<file path="src/rtl/pgm_int_pkg.sv">
package pgm_int_pkg;

    typedef enum logic [2:0] {
        FLD_ILEN     = 3'd0,
        FLD_CODE     = 3'd1,
        FLD_PER_ADDR = 3'd2,
        FLD_PER_CODE = 3'd3,
        FLD_OLD_MASK = 3'd4,
        FLD_OLD_ADDR = 3'd5,
        FLD_BEA      = 3'd6
    } store_fld_e;

    typedef enum logic [1:0] {
        ST_IDLE  = 2'd0,
        ST_STORE = 2'd1,
        ST_DONE  = 2'd2
    } ctl_state_e;

    localparam logic [15:0] CODE_PER_EVENT = 16'h0080;

endpackage

</file>
<file path="src/rtl/pgm_code_class.sv">
module pgm_code_class #(
    parameter int CW = 16
) (
    input  logic [CW-1:0] code,
    input  logic          per_nullify,
    output logic          advance
);
    import pgm_int_pkg::*;

    always_comb begin
        advance = 1'b0;
        case (code)
            CW'(16'h01), CW'(16'h02), CW'(16'h03), CW'(16'h04),
            CW'(16'h05), CW'(16'h06), CW'(16'h07), CW'(16'h08),
            CW'(16'h09), CW'(16'h0A), CW'(16'h0B), CW'(16'h0C),
            CW'(16'h0D), CW'(16'h0E), CW'(16'h0F), CW'(16'h12),
            CW'(16'h13), CW'(16'h15), CW'(16'h1D), CW'(16'h1F),
            CW'(16'h28), CW'(16'h40):
                advance = 1'b1;
            CW'(CODE_PER_EVENT):
                advance = !per_nullify;
            default:
                advance = 1'b0;
        endcase
    end
endmodule

</file>
<file path="src/rtl/pgm_len_addr.sv">
module pgm_len_addr #(
    parameter int AW  = 64,
    parameter int ILW = 3
) (
    input  logic [ILW-1:0] ilen,
    input  logic           xlat_fault,
    input  logic           advance,
    input  logic [AW-1:0]  cur_addr,
    output logic [ILW-1:0] len_eff,
    output logic           len_ok,
    output logic [AW-1:0]  old_addr
);
    localparam int PADW = AW - ILW;

    assign len_eff = xlat_fault ? ILW'(2) : ilen;

    always_comb begin
        case (len_eff)
            ILW'(2), ILW'(4), ILW'(6): len_ok = 1'b1;
            default:                   len_ok = 1'b0;
        endcase
    end

    assign old_addr = cur_addr + (advance ? {{PADW{1'b0}}, len_eff} : {AW{1'b0}});
endmodule

</file>
<file path="src/rtl/pgm_per_merge.sv">
module pgm_per_merge #(
    parameter int CW      = 16,
    parameter int PER_BIT = 7
) (
    input  logic [CW-1:0] code,
    input  logic          per_pending,
    output logic [CW-1:0] code_out
);
    localparam logic [CW-1:0] PER_MASK = CW'(1) << PER_BIT;

    assign code_out = per_pending ? (code | PER_MASK) : code;
endmodule

</file>
<file path="src/rtl/pgm_int_unit.sv">
module pgm_int_unit #(
    parameter int AW       = 64,
    parameter int CW       = 16,
    parameter int PERW     = 16,
    parameter int ILW      = 3,
    parameter int NULL_BIT = 8,
    parameter int PER_BIT  = 7
) (
    input  logic            clk,
    input  logic            rst_n,
    input  logic            req_valid,
    output logic            req_ready,
    input  logic [CW-1:0]   req_code,
    input  logic [ILW-1:0]  req_ilen,
    input  logic            req_xlat_fault,
    input  logic [AW-1:0]   req_psw_mask,
    input  logic [AW-1:0]   req_psw_addr,
    input  logic            req_per_pending,
    input  logic [AW-1:0]   req_per_addr,
    input  logic [PERW-1:0] req_per_code,
    input  logic [AW-1:0]   req_bea,
    input  logic [AW-1:0]   req_new_mask,
    input  logic [AW-1:0]   req_new_addr,
    output logic            st_valid,
    input  logic            st_ready,
    output logic [2:0]      st_field,
    output logic [AW-1:0]   st_data,
    output logic            per_clr,
    output logic            done,
    output logic            err,
    output logic [AW-1:0]   load_mask,
    output logic [AW-1:0]   load_addr
);
    import pgm_int_pkg::*;

    typedef struct packed {
        ctl_state_e      state;
        store_fld_e      idx;
        logic            per;
        logic [ILW-1:0]  ilen;
        logic [CW-1:0]   code;
        logic [AW-1:0]   per_addr;
        logic [PERW-1:0] per_code;
        logic [AW-1:0]   old_mask;
        logic [AW-1:0]   old_addr;
        logic [AW-1:0]   bea;
        logic [AW-1:0]   new_mask;
        logic [AW-1:0]   new_addr;
        logic            done;
        logic            err;
        logic [AW-1:0]   load_mask;
        logic [AW-1:0]   load_addr;
    } regs_t;

    regs_t q, d;

    logic           adv;
    logic [ILW-1:0] len_eff;
    logic           len_ok;
    logic [AW-1:0]  adj_addr;
    logic [CW-1:0]  merged_code;
    logic [2:0]     nxt_idx;

    pgm_code_class #(.CW(CW)) class_i (
        .code        (req_code),
        .per_nullify (req_per_code[NULL_BIT]),
        .advance     (adv)
    );

    pgm_len_addr #(.AW(AW), .ILW(ILW)) len_i (
        .ilen       (req_ilen),
        .xlat_fault (req_xlat_fault),
        .advance    (adv),
        .cur_addr   (req_psw_addr),
        .len_eff    (len_eff),
        .len_ok     (len_ok),
        .old_addr   (adj_addr)
    );

    pgm_per_merge #(.CW(CW), .PER_BIT(PER_BIT)) merge_i (
        .code        (req_code),
        .per_pending (req_per_pending),
        .code_out    (merged_code)
    );

    // Next store slot; the two PER slots are skipped without a pending event.
    always_comb begin
        nxt_idx = q.idx + 3'd1;
        if (!q.per && nxt_idx == FLD_PER_ADDR) begin
            nxt_idx = FLD_OLD_MASK;
        end
    end

    always_comb begin
        d      = q;
        d.done = 1'b0;
        d.err  = 1'b0;
        case (q.state)
            ST_IDLE: begin
                if (req_valid) begin
                    if (!len_ok) begin
                        d.state = ST_DONE;
                        d.done  = 1'b1;
                        d.err   = 1'b1;
                    end else begin
                        d.state    = ST_STORE;
                        d.idx      = FLD_ILEN;
                        d.per      = req_per_pending;
                        d.ilen     = len_eff;
                        d.code     = merged_code;
                        d.per_addr = req_per_addr;
                        d.per_code = req_per_code;
                        d.old_mask = req_psw_mask;
                        d.old_addr = adj_addr;
                        d.bea      = req_bea;
                        d.new_mask = req_new_mask;
                        d.new_addr = req_new_addr;
                    end
                end
            end
            ST_STORE: begin
                if (st_ready) begin
                    if (q.idx == FLD_BEA) begin
                        d.state     = ST_DONE;
                        d.done      = 1'b1;
                        d.load_mask = q.new_mask;
                        d.load_addr = q.new_addr;
                    end else begin
                        d.idx = store_fld_e'(nxt_idx);
                    end
                end
            end
            default: begin
                d.state = ST_IDLE;
            end
        endcase
    end

    always_ff @(posedge clk) begin
        if (!rst_n) begin
            q <= '0;
        end else begin
            q <= d;
        end
    end

    always_comb begin
        case (q.idx)
            FLD_ILEN:     st_data = {{(AW-ILW){1'b0}}, q.ilen};
            FLD_CODE:     st_data = {{(AW-CW){1'b0}}, q.code};
            FLD_PER_ADDR: st_data = q.per_addr;
            FLD_PER_CODE: st_data = {{(AW-PERW){1'b0}}, q.per_code};
            FLD_OLD_MASK: st_data = q.old_mask;
            FLD_OLD_ADDR: st_data = q.old_addr;
            default:      st_data = q.bea;
        endcase
    end

    assign req_ready = (q.state == ST_IDLE);
    assign st_valid  = (q.state == ST_STORE);
    assign st_field  = q.idx;
    assign per_clr   = st_valid && st_ready && (q.idx == FLD_PER_CODE);
    assign done      = q.done;
    assign err       = q.err;
    assign load_mask = q.load_mask;
    assign load_addr = q.load_addr;
endmodule

</file>
<file path="config.mk">
export PLATFORM = sky130hd
export DESIGN_NAME = pgm_int_unit
export DESIGN_NICKNAME = d
export VERILOG_FILES = /design/src/rtl/pgm_int_pkg.sv /design/src/rtl/pgm_code_class.sv /design/src/rtl/pgm_len_addr.sv /design/src/rtl/pgm_per_merge.sv /design/src/rtl/pgm_int_unit.sv
export SDC_FILE = /design/constraint.sdc
export NUM_CORES = 1
export LEC_CHECK = 0
export BUFFER_PORTS_ARGS = -buffer_cell sky130_fd_sc_hd__buf_2
export CAP_MARGIN = 20
export CORE_UTILIZATION = 40
export DETAILED_ROUTE_END_ITERATION = 8
export PLACE_DENSITY = 0.63
export SYNTH_ARGS = -nofsm -noshare
export SYNTH_HDL_FRONTEND = slang
export SYNTH_SLANG_ARGS = --single-unit
</file>
<file path="constraint.sdc">
create_clock -name clk -period 4.1 [get_ports clk]
set_clock_uncertainty 0.05 [all_clocks]
set_input_delay 0.205 -clock clk [delete_from_list [all_inputs] [get_ports clk]]
set_output_delay 0.205 -clock clk [all_outputs]
set_load 0.03 [all_outputs]
</file>
[Yosys cells after proc, flatten, opt, wreduce, memory -nomap -nowiden]
Index checks and enable logic that the tools add are counted.
Word-level totals
  word-level logic and storage cells: 91
  input bits: 425
  bits in registers: 555
Cells by class
  muxes and demuxes: 19
  reductions and logical operators: 15
  $add $sub $neg: 2
  equality and inequality tests: 39
Operators by type and width (count)
  two-way mux 427 bit: 1
  two-way mux 423 bit: 1
  case mux 64 bit (6 select lines): 1
  equality test 16 x 4 -> 1 bit (second input constant): 8
  equality test 16 x 5 -> 1 bit (second input constant): 5
  adder 64 bit: 1
  equality test 16 x 3 -> 1 bit (second input constant): 4
  equality test 16 x 2 -> 1 bit (second input constant): 2
  OR reduction 22 bit: 1
  equality test 16 x 1 -> 1 bit (second input constant): 1
  equality test 16 x 6 -> 1 bit (second input constant): 1
  equality test 16 x 7 -> 1 bit (second input constant): 1
  equality test 16 x 8 -> 1 bit (second input constant): 1
  equality test 3 bit (second input constant): 5
  equality test 3 x 2 -> 1 bit (second input constant): 4
  two-way mux 3 bit: 4
  AND reduction 3 bit: 4
  two-way mux 8 bit: 1
  two-way mux 2 bit: 3
  inequality test 2 x 1 -> 1 bit (second input constant): 3
  case mux 3 bit (2 select lines): 1
  two-way mux 5 bit: 1
  AND reduction 5 bit: 1
  inequality test 2 bit (second input constant): 2
  other kinds (12): 18

[Depth between registers and ports, before layout]
Gate-level depths: netlist (run 1).
  word-level depth: 8
  mapped depth: 13

[By module]
From an unflattened synthesis (run 1), not the netlist that was laid out.
Unflattened totals
  cells, all modules: 3113
  area, all modules: 25567.0 µm²
By module, submodules not included
  pgm_int_unit: area an instance 23791.6 µm², cells an instance 2864, seq. area each 11110.7 µm², instances 1
  pgm_len_addr: area an instance 1556.5 µm², cells an instance 216, seq. area each 0.0 µm², instances 1
  pgm_per_merge: area an instance 118.9 µm², cells an instance 16, seq. area each 0.0 µm², instances 1
  pgm_code_class: area an instance 100.1 µm², cells an instance 17, seq. area each 0.0 µm², instances 1

[Least setup slack after synthesis (run 1)]
OpenSTA, ideal clock, no wires.
  kind: input to register
  start point: input req_code[0]
  end point: register q[374] (netlist bit)
  stages: 13
  slack: 723 ps
  buffers on the path: 1
  arrival time: 3253 ps
  data required time: 3976 ps
  cells stage by stage: nor3_1 -> or3b_2 -> a21oi_1 -> o21ai_0 -> nor3b_1 -> ha_1 -> fa_1 -> a21o_1 -> nand4_4 -> or4b_4 -> buf_6 -> or4_1 -> a31oi_1
On the way
  word-level cells in the longest chain between the ends: 5
  elaborated cells between the ends (all ways): 27
  those cells by class: 1 x add/sub; 23 x eq/ne; 2 x mux; 1 x reduce/logical
RTL lines
  start: declaration: line pgm_int_unit.sv:13  | input logic [CW-1:0] req_code,
  equality test 16 x 1 -> 1 bit (tied with other cells): line pgm_code_class.sv:12  | case (code)
  OR reduction 22 bit: line pgm_code_class.sv:12
  case mux 1 bit (2 select lines) *: line pgm_code_class.sv:12
  two-way mux 3 bit *: line pgm_len_addr.sv:24  | assign old_addr = cur_addr + (advance ? {{PADW{1'b0}}, len_eff} : {AW{1'b0}});
  adder 64 bit *: line pgm_len_addr.sv:24
  end signal: assignment: line pgm_int_unit.sv:141  | q <= '0;
  end signal: assignment: line pgm_int_unit.sv:143  | q <= d;
  end: declaration: line pgm_int_unit.sv:55  | regs_t q, d;
Mark *: on every way between the ends. The rest lies on a longest branch, timed or not.
A chain may end at the register's enable or synchronous reset.

[Final worst setup path (run 1)]
  start point: input req_code[0]
  end point: register q[385] (netlist bit)
Same word-level chain as after synthesis.

==> results of run 1 <==
metrics by stage:
stage          setup TNS, ns  cells
4_1_cts                    0   4654
2_1_floorplan              0   3035
6_report                   0   4668
3_5_place_dp               0   4094
3_3_place_gp               0   4094
5_1_grt              -0.0144   4667
cells in the mapped netlist, types with 16 or more instances:
cell	number
o21a_1	17
a211oi_1	16
a31oi_1	75
nor2_1	77
o211ai_1	17
o31ai_1	16
xor2_1	18
buf_1	16
buf_4	131
or4_1	17
a22oi_1	63
a21oi_1	510
dfxtp_1	555
o21ai_0	62
nand3_1	28
nand4_1	22
clkbuf_1	212
nand2_1	1039
final timing paths:
| kind | depth (start not counted) | end |
|---|---|---|
| setup / recovery | 16 | q[385] |
| hold / removal | 4 | q[359] |
| setup reg to reg | 6 | q[548] |
| hold reg to reg | 2 | load_addr[50] |
routing by layer:
metal  GRT usage (%)  vias up  share of wire, %  wire, µm
met2            47.2     1027                48     41000
met1            33.8    11400                40     34300
met4            12.6       14               4.6      3940
li1                -    11800                 -         -
met3            5.17      227               7.1      6040
met5               0        -             0.093        79
worst max-delay path, delay by kind of cell:
kind                       cells  cell delay, ns
adders and majority gates      1            0.27
buffers and inverters          5            1.75
AOI/OAI and AO/OA              5            0.79
and+or+nand+nor                5            1.36
layout make-up:
class                   instances  area (µm²)
diodes                         13        32.5
clock buffers                  86        1730
clock inverters                15         163
fillers                      5143       24300
inverters                      12        52.6
multi-input cells            2105       10200
flip-flops and latches        555       11100
well taps                     756         946
repair buffers               1126        8250
kinds of logic after synthesis:
logic type	count (synthesis)	synth area share, %
AND/OR/NAND/NOR	1259	22.2
multiplexers	1	0.0487
buffers and inverters	376	8.31
adder cells (fa/ha/maj)	10	0.573
XOR/XNOR	33	1.25
AO/OA/AOI/OAI	801	19.6
flip-flops	555	48.0
flip-flops by register name, indices dropped and copies added (netlist names):
name	flops
err	1
st_field	3
load_mask	64
q	422
load_addr	64
done	1
power by group:
| group | leakage (nW) | switching, mW | internal, mW |
|---|---|---|---|
| sequential | 4.53 | 0.155 | 5.67 |
| combinational | 7.60 | 0.892 | 0.734 |
| clock | 0.940 | 2.23 | 3.03 |
| total | 13.1 | 3.28 | 9.43 |
repair_timing:
action	CTS	global route
endpoints found under the hold margin	421	0
endpoints found under the setup margin	0	24
resized for setup	0	4
hold buffers	459	0
==> impl_results.md, run 1 <==
- Setup WS pre-CTS: 0.0901 ns
- Share of cells above drive strength 1: 20.1%
- Post-Syn Instances: 3,035
- Worst Path Arrival: 4.39 ns
- Setup repair bufs after CTS: 0
- Detailed-placement wirelength estimate: 55.7 mm
- Worst setup startpoint: req_code[0]
- Input/output buffers: 624
- Syn Nets: 3,470
- Max Slew Vio Count: 0
- Avg Vias per Cell: 5.23
- Dpl cell area: 25,900 µm²
- Number of routed nets with antenna violations: 0
- Most frequent cells in the layout: nand2_1, buf_2, dfxtp_1
- Row cnt: 87
- Worst-margin pin slew: 1.01 ns
- Number of max-cap violations: 0
- Synth cell types: 56
- Final wirelength: 85.4 mm
- CP endpoint kind: flip-flop
- Via count: 24,400
- Clk_lat worst skew: 0.61 ns
- CP required: 4.55 ns
- Initial Util: 40.8%
- Fin crit share: 96.0%
- Core area: 56,700 µm²
- Synth area leader: dfxtp_1
- Area contributors post-synth: dfxtp_1, nand2_1, a21oi_1, buf_4, clkbuf_1
- Fin crit period: 3.94 ns
- Clock root buffer: clkbuf_16
- DR WL/cell: 18.3 µm
- Vias in the first global route: 23,100
- Flops & latches, synth: 555
- DIE AREA: 58,800 µm²
- Total CTS buffers: 57
- Final Cell Area: 32,500 µm²
- Fin. Hold Viols: 0
- Critical-path cell list: buf_2 > nor3_2 > or3b_2 > a21oi_1 > o21ai_0 > buf_4 > nor3b_1 > ha_2 > a211oi_2 > nor3_4 > nand4bb_1 > buf_4 > o31ai_1 > dlygate4sd3_1 > a31oi_1 > dlygate4sd3_1
- Ys async rst share: 0%
- Area delta synth->final: 40.3%
- Worst hold start: req_psw_addr[33]
- Fin nets: 4,292
- Pwr dens: 392 nW/µm²
- Die width: 242 µm
- CTS max path bufs: 3
- Number of clock sinks: 555
- Kind of critical path: input port to flip-flop
- Seq/Total Area, Yosys: 48.0%
- Syn_area_per_cell: 7.62 µm²
- Peak VDD IR: 0.302 mV
- First drt pass iteration count: 8
- Post-synth EDFFs: 0
- Syn. warnings: 0
- Most common cell after layout, fill and taps aside: nand2_1
- P_leak: 13.1 nW
- Post-layout util: 57.2%
- Primary FF master, synth: dfxtp_1
- Overall power: 12.7 mW
- Max frequency: 254 MHz
- Setup WS post-layout: 0.163 ns
- Slowest stage delay, CP: 0.60 ns
- Reg-to-reg slack, setup: 1.10 ns
- Slowest-stage cell, CP: dlygate4sd3_1
- Final setup vio count: 0
- Worst hold path class: input port to flip-flop
- Placer congestion estimate: 0.866
- First-pass GRT wire length: 130 mm
- Yosys top cell area share: 48.0%
- Total gr overflow: 0
- Htree depth: 2
- Residual DRC: 0
- Fin Hold WS: 0.0437 ns
- 1st-iter DRT viols: 1,878
- Outcome: complete, no violations
- Antenna violations before repair: 19
- CTS tree: yes
- IO Count: 625
- Reg2reg start: q[554]
- Startpoint Class: input port
- Die height: 242 µm
- Synthesized cell area: 23,100 µm²
- All-layer global routing usage: 27.7%
- CP max FO: 24
- Slew HR: 32.5%
- Clock-pin slew on the worst setup and hold paths: 0.06 ns
- Pin count of the biggest net entering global routing: 135
Note: power is estimated with default switching activity, not from simulation.
==> inputs of run 2 (changes only) <==
--- a/config.mk
+++ b/config.mk
@@ -9,7 +9,8 @@
 export CAP_MARGIN = 20
 export CORE_UTILIZATION = 40
 export DETAILED_ROUTE_END_ITERATION = 8
-export PLACE_DENSITY = 0.63
+export PLACE_DENSITY = 0.62
 export SYNTH_ARGS = -nofsm -noshare
 export SYNTH_HDL_FRONTEND = slang
+export SYNTH_HIERARCHICAL = 1
 export SYNTH_SLANG_ARGS = --single-unit
==> run 2 against run 1 <==
- final cell count rose by 1.9%
- global-route usage shrank 1.0 points
- flip-flop and latch count unchanged
- final area up 6.3%
- setup slack gained 0.12 ns
- largest power group is now the clock network
- critical path type unchanged
==> impl_results.md, run 2 <==
- Outcome: complete, no violations (unchanged)
- Post-synth EDFFs: 0 (unchanged)
- Die width: 255 µm (was 242 µm)
- Total gr overflow: 0 (unchanged)
- Primary FF master, synth: dfxtp_1 (unchanged)
- Input/output buffers: 624 (unchanged)
- Fin crit share: 93.1% (was 96.0%)
- First drt pass iteration count: 8 (unchanged)
- Synthesized cell area: 25,600 µm² (was 23,100 µm²)
- Number of routed nets with antenna violations: 0 (unchanged)
- Worst reg-to-reg path cell count: 5 (was 6)
- Worst-margin pin slew: 1.14 ns (was 1.01 ns)
- Synth cell count leaders: nand2_1, dfxtp_1, a21boi_1 (was nand2_1, dfxtp_1, a21oi_1)
- Startpoint Class: input port (unchanged)
- Sequential power share: 43.5% (was 45.8%)
- Number of max-cap violations: 0 (unchanged)
- Worst Path Arrival: 4.32 ns (was 4.39 ns)
- Max Slew Vio Count: 0 (unchanged)
- Seq/Total Area, Yosys: 43.5% (was 48.0%)
- Synth cell types: 62 (was 56)
- Kind of critical path: input port to flip-flop (unchanged)
- Clock root buffer: clkbuf_16 (unchanged)
- Clk_lat worst skew: 0.61 ns (about the same)
- Detailed-placement wirelength estimate: 58.9 mm (was 55.7 mm)
- Max frequency: 262 MHz (was 254 MHz)
- Yosys top cell area share: 43.5% (was 48.0%)
- P_leak: 13.8 nW (was 13.1 nW)
- Critical-path cell list: dlygate4sd3_1 > buf_2 > o21ai_0 > nand3_1 > a211oi_2 > and2_1 > ha_1 > o21ai_0 > nor2_1 > and2_1 > nand3_1 > xnor2_1 > dlygate4sd3_1 > nand2_1 > a21boi_0 (was buf_2 > nor3_2 > or3b_2 > a21oi_1 > o21ai_0 > buf_4 > nor3b_1 > ha_2 > a211oi_2 > nor3_4 > nand4bb_1 > buf_4 > o31ai_1 > dlygate4sd3_1 > a31oi_1 > dlygate4sd3_1)
- Dpl cell area: 28,000 µm² (was 25,900 µm²)
- Top reg by flops: q (unchanged)
- Final setup vio count: 0 (unchanged)
- CP endpoint kind: flip-flop (unchanged)
- Int Power: 9.93 mW (was 9.43 mW)
- Clock power share: 43.7% (was 41.4%)
- Pwr dens: 387 nW/µm² (was 392 nW/µm²)
- Antenna violations before repair: 6 (was 19)
- CTS max path bufs: 3 (unchanged)
- Hold depth: 4 (unchanged)
- Post-Syn Instances: 3,113 (was 3,035)
- WP buf/inv: 3 (was 5)
- CTS tree: yes (unchanged)
- Slowest-stage cell, CP: dlygate4sd3_1 (unchanged)
- Setup TNS: 0 ns (unchanged)
- Most common cell after layout, fill and taps aside: nand2_1 (unchanged)
- Peak VDD IR: 0.324 mV (was 0.302 mV)
- Fin crit period: 3.82 ns (was 3.94 ns)
- Final Cell Area: 34,500 µm² (was 32,500 µm²)
- Ys async rst share: 0% (unchanged)
- Number of clock sinks: 555 (unchanged)
- CP required: 4.61 ns (was 4.55 ns)
- Sw Ratio: 25.6% (was 25.8%)
- Area contributors post-synth: dfxtp_1, nand2_1, a21boi_1, a21boi_0, buf_4 (was dfxtp_1, nand2_1, a21oi_1, buf_4, clkbuf_1)
- Fin nets: 4,291 (was 4,292)
- 1st-iter DRT viols: 1,959 (was 1,878)
- Critical path depth: 15 (was 16)
- Placer congestion estimate: 0.885 (was 0.866)
- Final Instance Count excl. Fillers: 4,757 (was 4,668)
- Clock-pin slew on the worst setup and hold paths: 0.06 ns (about the same)
- Most frequent cells in the layout: nand2_1, buf_2, dfxtp_1 (unchanged)
- Syn. warnings: 6 (was 0)
- Die height: 255 µm (was 242 µm)
- Psw: 3.42 mW (was 3.28 mW)
- RSZ-0062 raised after global routing: no
- Initial Util: 40.5% (was 40.8%)
- IO Count: 625 (unchanged)
- Share of cells above drive strength 1: 20.9% (was 20.1%)
- All-layer global routing usage: 26.7% (was 27.7%)
- Fin. Hold Viols: 0 (unchanged)
- Slew HR: 24.3% (was 32.5%)
- Pin count of the biggest net entering global routing: 218 (was 135)
- DIE AREA: 64,900 µm² (was 58,800 µm²)
- Avg Vias per Cell: 5.24 (was 5.23)
- Synth area leader: dfxtp_1 (unchanged)
- Max reg flops: 422 (unchanged)
- Row cnt: 92 (was 87)
- Htree depth: 2 (unchanged)
- Setup WS post-layout: 0.285 ns (was 0.163 ns)
- Total CTS buffers: 61 (was 57)
- Setup WS pre-CTS: 0.533 ns (was 0.0901 ns)
- Syn Nets: 3,548 (was 3,470)
- Placed cells: 4,210 (was 4,094)
- Worst hold path class: input port to flip-flop (unchanged)
- CTS resizes: 0 (unchanged)
- Syn_area_per_cell: 8.21 µm² (was 7.62 µm²)
- Slowest stage delay, CP: 0.57 ns (was 0.60 ns)
- First-pass GRT wire length: 136 mm (was 130 mm)
- Final wirelength: 91.6 mm (was 85.4 mm)
- Comb pwr share: 12.8% (about the same)
- Residual DRC: 0 (unchanged)
- Setup repair bufs after CTS: 0 (unchanged)
- Via count: 24,900 (was 24,400)
- CP max FO: 8 (was 24)
- Most instantiated library cell after synthesis: nand2_1 (unchanged)
- Vias in the first global route: 23,900 (was 23,100)
- Flops & latches, synth: 555 (unchanged)
- Area delta synth->final: 34.9% (was 40.3%)
- Core area: 63,100 µm² (was 56,700 µm²)
- DR WL/cell: 19.2 µm (was 18.3 µm)
- CP top delay family: simple AND/OR/NAND/NOR gates (was buffers and inverters)
[run 2: cell types whose count changed after synthesis, moves of 56 or more]
cell	delta
clkbuf_1	-57
nor2_1	-56
a21boi_0	+244
nand3_1	+118
a21oi_1	-459
a22oi_1	-60
o21ai_0	+74
buf_2	+96
a21boi_1	+306
a31oi_1	-58
nand2_1	-159
[run 2: final cells by class]
cell class,count,area [µm²]
antenna,5,12.5
sequential,555,11100
clock buffer,87,1810
clock inverter,26,343
timing repair buffer,1090,7890
multi-input combinational,2132,12200
tap,846,1060
fill,5826,28600
inverter,16,62.6
[run 2: worst paths after layout]
| kind | startpoint | endpoint | slack (ns) |
|---|---|---|---|
| setup / recovery | req_code[6] | q[345] | 0.28 |
| hold / removal | req_psw_addr[1] | q[323] | 0.04 |
| setup reg to reg | st_field[2] | load_mask[22] | 1.15 |
| hold reg to reg | q[196] | load_mask[2] | 0.40 |
[run 2: logic make-up after synthesis]
family                     share of synthesized area [%]
buffers and inverters                               9.09
adders and majority gates                          0.519
DFF                                                 43.5
AOI/OAI and AO/OA                                   24.7
muxes                                              0.519
and+or+nand+nor                                     19.6
xor gates and xnor gates                            2.09
[run 2: per-stage QoR]
step | power, mW | util [%] | hold slack [ns]
2_1_floorplan | 6.71 | - | 0.290
3_3_place_gp | 7.26 | 44.4 | 0.391
3_5_place_dp | 7.27 | 44.4 | 0.395
4_1_cts | 13.4 | 54.7 | 0.00513
5_1_grt | 13.8 | 54.7 | 0.0406
6_report | 13.3 | 54.7 | 0.0408
[run 2: routing by layer]
layer	up-vias	part of all wire [%]	track usage (%)
met5	-	0.040	0
met4	6	5.0	12.8
met3	203	5.8	4.51
met2	841	48	45.2
met1	11900	41	32.8
li1	12000	-	-
[run 2: what timing repair did]
action,4_1_cts,5_1_grt
endpoints found under the setup margin,0,0
hold buffers,429,0
endpoints found under the hold margin,418,0
[run 2: worst register-to-register path: cells and delay by family, from the launching register on]
| family | cells | cell delay [ns] |
|---|---|---|
| compound gates | 2 | 0.42 |
| buf+inv | 2 | 1.09 |
| flops | 1 | 0.61 |
| simple gates | 1 | 0.66 |
[run 2: power groups by stage]
| stage | Sequential [mW] | Combinational [mW] | Clock, mW |
|---|---|---|---|
| 6_report | 5.80 | 1.71 | 5.83 |
| 5_1_grt | 5.82 | 1.86 | 6.15 |
| 4_1_cts | 5.80 | 1.69 | 5.94 |
| 3_5_place_dp | 5.91 | 1.36 | 0 |
| 3_3_place_gp | 5.91 | 1.35 | 0 |
| 2_1_floorplan | 5.87 | 0.845 | 0 |
